**config.mk**
```make
export PLATFORM = sky130hd
export DESIGN_NAME = xlat_cache
export DESIGN_NICKNAME = d
export VERILOG_FILES = /design/src/rtl/xlat_pkg.sv /design/src/rtl/xlat_match.sv /design/src/rtl/xlat_repl.sv /design/src/rtl/xlat_cache.sv
export SDC_FILE = /design/constraint.sdc
export NUM_CORES = 2
export LEC_CHECK = 0
export BUFFER_PORTS_ARGS = -buffer_cell sky130_fd_sc_hd__buf_4
export CORE_MARGIN = 3
export CORE_UTILIZATION = 64
export CTS_CLUSTER_SIZE = 20
export DETAILED_ROUTE_END_ITERATION = 10
export HOLD_SLACK_MARGIN = 0.02
export PLACE_DENSITY = 0.83
export REMOVE_ABC_BUFFERS = 1
export SLEW_MARGIN = 10
export SYNTH_ARGS = -nofsm -noshare
export SYNTH_HDL_FRONTEND = slang
export SYNTH_HIERARCHICAL = 1
export SYNTH_SLANG_ARGS = --single-unit
export TNS_END_PERCENT = 5
```
**constraint.sdc**
```tcl
create_clock -name clk_i -period 34.7 [get_ports clk_i]
set_input_delay 3.47 -clock clk_i [delete_from_list [all_inputs] [get_ports clk_i]]
set_output_delay 3.47 -clock clk_i [all_outputs]
set_load 0.01 [all_outputs]
```
**src/rtl/xlat_pkg.sv**
```systemverilog
package xlat_pkg;
  parameter int VPN_W  = 20;
  parameter int PFN_W  = 20;
  parameter int OFF_W  = 12;
  parameter int ASID_W = 8;
  localparam int PA_W  = PFN_W + OFF_W;

  // permission / access vector: [2]=read [1]=write [0]=execute
  typedef struct packed {
    logic              vld;
    logic [VPN_W-1:0]  vpn;
    logic [ASID_W-1:0] asid;
    logic [PFN_W-1:0]  pfn;
    logic [2:0]        prot;
    logic              dirty;
  } xlat_ent_t;

  typedef enum logic {
    REPL_LRU  = 1'b0,
    REPL_RAND = 1'b1
  } repl_mode_e;
endpackage

```
**src/rtl/xlat_match.sv**
```systemverilog
module xlat_match
  import xlat_pkg::*;
#(
  parameter int N_ENTRIES = 16
) (
  input  xlat_ent_t         ents_i [N_ENTRIES],
  input  logic [VPN_W-1:0]  vpn_i,
  input  logic [ASID_W-1:0] asid_i,
  output logic [N_ENTRIES-1:0] hit_vec_o
);
  for (genvar g = 0; g < N_ENTRIES; g++) begin : g_cmp
    assign hit_vec_o[g] = ents_i[g].vld && (ents_i[g].vpn == vpn_i) &&
                          (ents_i[g].asid == asid_i);
  end
endmodule

```
**src/rtl/xlat_repl.sv**
```systemverilog
module xlat_repl
  import xlat_pkg::*;
#(
  parameter int N_ENTRIES = 16,
  parameter int N_WIRED   = 2,
  localparam int IDX_W    = $clog2(N_ENTRIES),
  localparam int N_FREE   = N_ENTRIES - N_WIRED
) (
  input  logic             clk_i,
  input  logic             rst_ni,
  input  logic             touch_i,
  input  logic [IDX_W-1:0] touch_idx_i,
  input  logic             mode_i,
  output logic [IDX_W-1:0] vict_o
);
  function automatic logic [IDX_W-1:0] taps_f();
    case (IDX_W)
      2:       return IDX_W'(2'b11);
      3:       return IDX_W'(3'b110);
      4:       return IDX_W'(4'b1100);
      5:       return IDX_W'(5'b10100);
      6:       return IDX_W'(6'b110000);
      7:       return IDX_W'(7'b1100000);
      default: return IDX_W'(8'b10111000);
    endcase
  endfunction
  localparam logic [IDX_W-1:0] TAPS = taps_f();

  logic [IDX_W-1:0] age_q [N_ENTRIES];
  logic [IDX_W-1:0] lfsr_q;
  logic [IDX_W-1:0] lru_vict, rnd_vict;

  // ages form a permutation; 0 = most recent
  for (genvar g = 0; g < N_ENTRIES; g++) begin : g_age
    always_ff @(posedge clk_i or negedge rst_ni) begin
      if (!rst_ni) age_q[g] <= IDX_W'(N_ENTRIES - 1 - g);
      else if (touch_i) begin
        if (touch_idx_i == IDX_W'(g))              age_q[g] <= '0;
        else if (age_q[g] < age_q[touch_idx_i])    age_q[g] <= age_q[g] + 1'b1;
      end
    end
  end

  always_ff @(posedge clk_i or negedge rst_ni) begin
    if (!rst_ni) lfsr_q <= IDX_W'(1);
    else         lfsr_q <= {lfsr_q[IDX_W-2:0], ^(lfsr_q & TAPS)};
  end

  always_comb begin
    lru_vict = IDX_W'(N_WIRED);
    for (int i = N_WIRED; i < N_ENTRIES; i++)
      if (age_q[i] > age_q[lru_vict]) lru_vict = IDX_W'(i);
  end

  assign rnd_vict = IDX_W'(N_WIRED + (int'(lfsr_q) % N_FREE));
  assign vict_o   = (mode_i == REPL_RAND) ? rnd_vict : lru_vict;
endmodule

```
**src/rtl/xlat_cache.sv**
```systemverilog
module xlat_cache
  import xlat_pkg::*;
#(
  parameter int N_ENTRIES = 16,
  parameter int N_WIRED   = 2,
  localparam int IDX_W    = $clog2(N_ENTRIES),
  localparam int WS_W     = (N_WIRED > 1) ? $clog2(N_WIRED) : 1
) (
  input  logic              clk_i,
  input  logic              rst_ni,
  input  logic              lk_req_i,
  input  logic [VPN_W-1:0]  lk_vpn_i,
  input  logic [OFF_W-1:0]  lk_off_i,
  input  logic [2:0]        lk_acc_i,
  input  logic [ASID_W-1:0] cur_asid_i,
  output logic              lk_hit_o,
  output logic              lk_fault_o,
  output logic              lk_miss_o,
  output logic [PA_W-1:0]   lk_paddr_o,
  output logic              lk_dirty_o,
  input  logic              priv_i,
  input  logic              repl_mode_i,
  input  logic              wr_req_i,
  input  logic              wr_wired_i,
  input  logic [WS_W-1:0]   wr_wslot_i,
  input  logic [VPN_W-1:0]  wr_vpn_i,
  input  logic [ASID_W-1:0] wr_asid_i,
  input  logic [PFN_W-1:0]  wr_pfn_i,
  input  logic [2:0]        wr_prot_i,
  input  logic              wr_dirty_i,
  input  logic              flush_all_i,
  input  logic              flush_asid_i,
  input  logic [ASID_W-1:0] flush_tag_i
);
  xlat_ent_t ent_q [N_ENTRIES];
  logic [N_ENTRIES-1:0] lk_match, wr_match, vld_vec;
  logic                 lk_any, same_hit, free_any;
  logic [IDX_W-1:0]     lk_idx, same_idx, free_idx, pol_vict, wr_slot;
  logic                 flush_go, wr_go, touch;
  logic [IDX_W-1:0]     touch_idx;
  xlat_ent_t            lk_ent;
  logic                 lk_perm_bad;

  for (genvar g = 0; g < N_ENTRIES; g++) begin : g_vld
    assign vld_vec[g] = ent_q[g].vld;
  end

  xlat_match #(.N_ENTRIES(N_ENTRIES)) u_lk_match (
    .ents_i(ent_q), .vpn_i(lk_vpn_i), .asid_i(cur_asid_i), .hit_vec_o(lk_match)
  );
  xlat_match #(.N_ENTRIES(N_ENTRIES)) u_wr_match (
    .ents_i(ent_q), .vpn_i(wr_vpn_i), .asid_i(wr_asid_i), .hit_vec_o(wr_match)
  );

  // lowest index wins on any multi-match
  always_comb begin
    lk_any = 1'b0; lk_idx = '0;
    for (int i = N_ENTRIES - 1; i >= 0; i--)
      if (lk_match[i]) begin lk_any = 1'b1; lk_idx = IDX_W'(i); end
  end

  always_comb begin
    same_hit = 1'b0; same_idx = '0;
    free_any = 1'b0; free_idx = '0;
    for (int i = N_ENTRIES - 1; i >= N_WIRED; i--) begin
      if (wr_match[i])     begin same_hit = 1'b1; same_idx = IDX_W'(i); end
      if (!ent_q[i].vld)   begin free_any = 1'b1; free_idx = IDX_W'(i); end
    end
  end

  assign flush_go = priv_i & (flush_all_i | flush_asid_i);
  assign wr_go    = priv_i & wr_req_i & ~flush_go &
                    (~wr_wired_i | (int'(wr_wslot_i) < N_WIRED));

  always_comb begin
    if (wr_wired_i)    wr_slot = IDX_W'(wr_wslot_i);
    else if (same_hit) wr_slot = same_idx;
    else if (free_any) wr_slot = free_idx;
    else               wr_slot = pol_vict;
  end

  assign touch     = wr_go | (lk_req_i & lk_any);
  assign touch_idx = wr_go ? wr_slot : lk_idx;

  xlat_repl #(.N_ENTRIES(N_ENTRIES), .N_WIRED(N_WIRED)) u_repl (
    .clk_i(clk_i), .rst_ni(rst_ni), .touch_i(touch), .touch_idx_i(touch_idx),
    .mode_i(repl_mode_i), .vict_o(pol_vict)
  );

  for (genvar g = 0; g < N_ENTRIES; g++) begin : g_ent
    always_ff @(posedge clk_i or negedge rst_ni) begin
      if (!rst_ni) ent_q[g] <= '0;
      else if (flush_go) begin
        if (g >= N_WIRED && (flush_all_i || ent_q[g].asid == flush_tag_i))
          ent_q[g].vld <= 1'b0;
      end else if (wr_go && wr_slot == IDX_W'(g)) begin
        ent_q[g] <= '{vld: 1'b1, vpn: wr_vpn_i, asid: wr_asid_i, pfn: wr_pfn_i,
                      prot: wr_prot_i, dirty: wr_dirty_i};
      end
    end
  end

  assign lk_ent      = ent_q[lk_idx];
  assign lk_perm_bad = |(lk_acc_i & ~lk_ent.prot);

  always_ff @(posedge clk_i or negedge rst_ni) begin
    if (!rst_ni) begin
      lk_hit_o <= 1'b0; lk_fault_o <= 1'b0; lk_miss_o <= 1'b0;
      lk_paddr_o <= '0; lk_dirty_o <= 1'b0;
    end else begin
      lk_hit_o   <= lk_req_i & lk_any & ~lk_perm_bad;
      lk_fault_o <= lk_req_i & lk_any & lk_perm_bad;
      lk_miss_o  <= lk_req_i & ~lk_any;
      if (lk_req_i && lk_any && !lk_perm_bad) begin
        lk_paddr_o <= {lk_ent.pfn, lk_off_i};
        lk_dirty_o <= lk_ent.dirty;
      end else begin
        lk_paddr_o <= '0;
        lk_dirty_o <= 1'b0;
      end
    end
  end
endmodule

```
; Word-level counts from Yosys, hierarchy flattened
; Index checks and enable logic that the tools add are counted.
[totals]
regBits = 952
latchBits = 0
mem_bits_rw = 0
mem_bits_ro = 0
input_bits = 113
output_inout_bits = 36
elab_cells = 722
n_memories = 0
[op_classes]
add_sub_neg = 17
mul = 0
div_mod_pow = 1
magnitude_cmp = 43
eq_ne = 118
shifts = 0
mux = 224
n_bitwise = 28
n_reduce_logical = 173
[op_table]
columns = operator, count
row1 = 2-to-1 mux 53 bit, 14
row2 = == test 20 bit, 30
row3 = 2-to-1 mux 4 bit, 115
row4 = == test 8 bit, 44
row5 = binary-select mux 53 bit (select 4 bit), 1
row6 = binary-select mux 4 bit (select 4 bit), 13
row7 = AND reduction 2 bit, 46
row8 = logical AND 1 bit, 78
row9 = 2-to-1 mux 1 bit, 74
row10 = ">= comparator 5 bit, second input constant", 14
row11 = "adder 4 x 1 -> 4 bit, second input constant", 16
row12 = "== test 4 bit, second input constant", 16
row13 = less-than comparator 4 bit, 16
row14 = nonzero test 2 bit, 30
row15 = > comparator 4 bit, 13
row16 = 2-to-1 mux 24 bit, 2
row17 = NOT 4 -> 5 bit, 9
row18 = "== test 4 x 3 -> 1 bit, second input constant", 8
row19 = "remainder unit 5 x 5 -> 32 bit, second input constant", 1
row20 = 2-to-1 mux 32 bit, 1
row21 = "!= test 2 x 1 -> 1 bit, second input constant", 14
row22 = NOT 3 -> 5 bit, 4
row23 = "== test 4 x 2 -> 1 bit, second input constant", 4
row24 = logical OR 1 bit, 14
row25 = 13 further kinds, 27

; Logic depth before layout (Yosys ltp)
[depth]
depth_word = 86
mapped_depth = 155
mapped_depth_nobuf = 136

; Modules after synthesis
; The synthesis kept the hierarchy.
[by_module_without_submodules]
columns = mod, instances, cells_each, area_each_um2, seq_area_each_um2
row1 = xlat_cache, 1, 2629, 38306.7, 22121.2
row2 = xlat_match, 2, 664, 5397.7, 0.0
row3 = xlat_repl, 1, 1249, 9624.2, 1742.9

; Worst setup path before layout
; Ideal clock, no wire load.
[synth_path]
kind = reg2reg
startpoint = reg u_repl/age_q[54] (netlist bit)
endpoint = reg u_repl/age_q[3] (netlist bit)
setup_time_ns = 0.077
arrival_ns = 26.394
required_time_ns = 34.623
path_slack_ns = 8.229
stages_incl_launch_ff = 150
path_buffers = 21
period_less_slack_ns = 26.471
cell_sequence = dfstp_2 -> clkbuf_1 -> inv_1 -> ha_1 -> and4_1 -> a21oi_2 -> nor2_1 -> a21oi_1 -> ha_1 -> and2_2 -> o21ai_1 -> a32o_1 -> buf_6 -> clkbuf_1 -> nor2_1 -> a21o_1 -> ha_1 -> and2_1 -> (+114 left out) -> nand3_1 -> a31o_2 -> and3_1 -> clkbuf_1 -> a21oi_1 -> buf_2 -> buf_1 -> mux4_2 -> mux4_2 -> inv_1 -> ha_1 -> a21boi_0 -> o21ai_0 -> nand2b_1 -> a21oi_1 -> o21ai_1 -> or3_1 -> a21oi_1
[synth_between]
elab_chain_len = 86
elab_cells_between_ends = 88
cone_classes = order compare (14) / eq/ne (1) / mux (58) / bitwise (13) / reduce/logical (2)
[synth_rtl]
columns = item, line
row1 = from (decl), xlat_repl.sv:29  ; logic [IDX_W-1:0] age_q [N_ENTRIES];
row2 = "from (signal, indexed assignment)", xlat_repl.sv:36  ; if (!rst_ni) age_q[g] <= IDX_W'(N_ENTRIES - 1 - g);
row3 = > comparator 4 bit, xlat_repl.sv:52  ; if (age_q[i] > age_q[lru_vict]) lru_vict = IDX_W'(i);
row4 = 2-to-1 mux 1 bit, xlat_repl.sv:52
row5 = NOT 2 -> 5 bit (implied by the code), xlat_repl.sv:52
row6 = binary-select mux 4 bit (select 4 bit), xlat_repl.sv:52
row7 = 2-to-1 mux 4 bit (implied by the code) (2 in series), xlat_repl.sv:52
row8 = > comparator 4 bit, xlat_repl.sv:52
row9 = 2-to-1 mux 3 bit, xlat_repl.sv:52
row10 = NOT 3 -> 5 bit (implied by the code), xlat_repl.sv:52
row11 = (+66 left out), --
row12 = net pol_vict[0], xlat_cache.sv:38  ; logic [IDX_W-1:0] lk_idx, same_idx, free_idx, pol_vict, wr_slot;
row13 = (+3 left out), --
row14 = 2-to-1 mux 4 bit (*), xlat_cache.sv:83  ; assign touch_idx = wr_go ? wr_slot : lk_idx;
row15 = net touch_idx[0], xlat_cache.sv:40  ; logic [IDX_W-1:0] touch_idx;
row16 = NOT 4 -> 5 bit (implied by the code), xlat_repl.sv:39  ; else if (age_q[g] < age_q[touch_idx_i]) age_q[g] <= age_q[g] + 1'b1;
row17 = binary-select mux 4 bit (select 4 bit), xlat_repl.sv:39
row18 = 2-to-1 mux 4 bit (implied by the code) (2 in series), xlat_repl.sv:39
row19 = less-than comparator 4 bit, xlat_repl.sv:39
row20 = nonzero test 2 bit (no line), --
row21 = AND reduction 2 bit (no line), --
; The timed path passes the listed nets; every way through them passes the cells marked *. The select of a mux whose other input is x is not followed.
; A chain may end at the register's enable or synchronous reset.

; Final worst setup path
[layout_path]
startpoint = reg u_repl/age_q[53] (netlist bit)
endpoint = reg u_repl/age_q[7] (netlist bit)
; Same word-level chain as after synthesis.

==> results.ini <==
[worst_setup_path]
cp-end-kind = flip-flop
cpMostUsedCell = a21oi_1
slowest_delay_ns = 0.77
crit_start = u_repl/age_q[53]
critical_path_required_ns = 35.33
timing.rr.start = u_repl/age_q[53]
ff2ff_setup_slack_ns = 2.55
path_class = reg -> reg
r2r_end = u_repl/age_q[7]
slowest_stage = dfrtp_1
startpoint_type = flip-flop
ff2ff_path_depth = 125
crit_arrival_ns = 32.78
path_max_fanout = 28

[route]
firstDrtPassIters = 8
ant_nets = 0
wl_um = 185000
avgRoutedWirePerCell_um = 29.4
vias = 44300
via_per_inst = 7.06
drc = 0
first_iter_violations = 5506

[run_status]
status = finished clean

[floorplan]
rows = 109
fp.dieW_um = 307
io_pins = 149
die-area_sq_mm = 0.0945
initial_utilization = 0.652
die_h_um = 307
design.core.area_sq_mm = 0.0892

[layout]
final_nets = 5260
drive_above_1_share = 0.272
stdcell_area_sq_mm = 0.0625
syn_to_final_growth_pct = 7.61

[min_path]
min_to = u_repl/lfsr_q[1]
hold_path.class = reg -> reg
worstHoldPathCells = 0
hp-start = u_repl/lfsr_q[0]

[grt]
antenna_found_initial = 3
grt_overflow = 0
grt_use_total = 0.385
grt_max_degree = 168
grt_pass1_wl_um = 276000
grt_pass1_vias = 45000

[timing]
slew_violations = 0
finalSetupTns_ns = 0
post-route-min-period_ns = 32.15
rsz0062_at_grt = no
finClkSkew_ns = 0.0287
setup_slack_ns = 2.55
tightest_slew_ns = 1.22
max_clock_freq_mhz = 31.1
slew_headroom = 0.180
setup_violations = 0
min_period_over_period = 0.926
hold_viol = 0

[place]
gp_congestion = 1.02
dpl.hpwl_um = 106000
placed_cell_area_sq_mm = 0.0590
pre_cts_ws_ns = 2.95
io_buffers = 148

[synthesis]
syn_area_per_cell_sq_um = 11.3
netlist_instances = 5130
syn_area_sq_mm = 0.0581
ys_warn_count = 6

[cts]
post_cts_buffers = 0
clk_latency_ns = 0.71
ctsResizeCount = 0
clockBufferDepth = 3
cts_root_buf = clkbuf_16
clk_pin_slew_ns = 0.07
clock_sinks = 952
cts_buffers = 97
cts_tree = built
postCtsHoldBufs = 0
htree_levels = 3

[flow_run]
drv_cap = 0

cell usage in the layout, fill, tap and decap left out, types with 12 or more instances in the layout:
master     count
a2111oi_0     43
a211oi_1      62
a21boi_0      15
a21o_1        26
a21oi_1      156
a221oi_1      20
a22oi_1       26
a31oi_1       14
a32o_1        17
and3_1        52
buf_4        204
bufinv_16     12
clkbuf_16     98
clkbuf_8      29
dfrtp_1      919
dfstp_2       33
ha_1         119
inv_1         56
mux2_1        44
mux2_2       795
mux2i_1       63
mux4_2        68
nand2_1      216
nand2b_1      30
nand3_1       83
nand4_1      109
nor2_1        87
nor2b_1       18
nor3_1        71
nor3_2        12
nor3b_2       19
nor4_1       177
o211ai_1      20
o21ai_0      143
o21ai_1       32
xnor2_1      274
xor2_1       687
stage by stage:
| step | hold WS (ns) | utilization | std cells |
|---|---|---|---|
| finish | 0.412 | 0.701 | 6273 |
| global route | 0.420 | 0.701 | 6273 |
| CTS | 0.414 | 0.701 | 6271 |
| detailed placement | 0.399 | 0.662 | 6094 |
| global placement | 0.396 | 0.662 | 6094 |
| floorplan | 0.389 | - | 4723 |
worst max-delay path by stage:
| stage | to | depth (start not counted) | slack (ns) |
|---|---|---|---|
| final | u_repl/age_q[7] | 125 | 2.55 |
| after global routing | u_repl/age_q[3] | 128 | 0.55 |
| after CTS | u_repl/age_q[7] | 127 | 2.83 |
| after detailed placement | u_repl/age_q[7] | 127 | 2.95 |
| after global placement | u_repl/age_q[7] | 127 | 3.80 |
| after floorplan | ent_q[795] | 114 | 5.81 |
flip-flops by register name, indices dropped and copies added (netlist names):
signal,cells
u_repl/lfsr_q,4
lk_dirty_o,1
lk_fault_o,1
lk_paddr_o,32
u_repl/age_q,64
lk_hit_o,1
ent_q,848
lk_miss_o,1
cell type report:
class                           count  area (sq um)
Multi-Input combinational cell   3713         31900
Fill cell                        6108         26700
Sequential cell                   952         23900
Clock buffer                      138          2890
Timing Repair Buffer              206          1570
Tap cell                         1165          1460
Clock inverter                     39           624
Inverter                           58           218
Antenna cell                        2          5.00
critical path: cells and delay by family (launching register included):
| family | cells | cell delay (ns) |
|---|---|---|
| multiplexers | 3 | 1.26 |
| flip-flops | 1 | 0.77 |
| AO/OA/AOI/OAI | 71 | 16.11 |
| buffers and inverters | 5 | 1.77 |
| AND/OR/NAND/NOR | 32 | 7.80 |
| adder cells (fa/ha/maj) | 14 | 4.28 |
per-layer routing:
metal	GRT usage	vias up	wire length, um
met2	0.595	2978	82500
li1	-	18300	-
met4	0.247	0	14100
met1	0.486	22100	67400
met5	0	-	0
met3	0.0955	913	20700
Power is not shown: default switching activity piles up to over one toggle a cycle in this logic, so the estimate is an artifact.
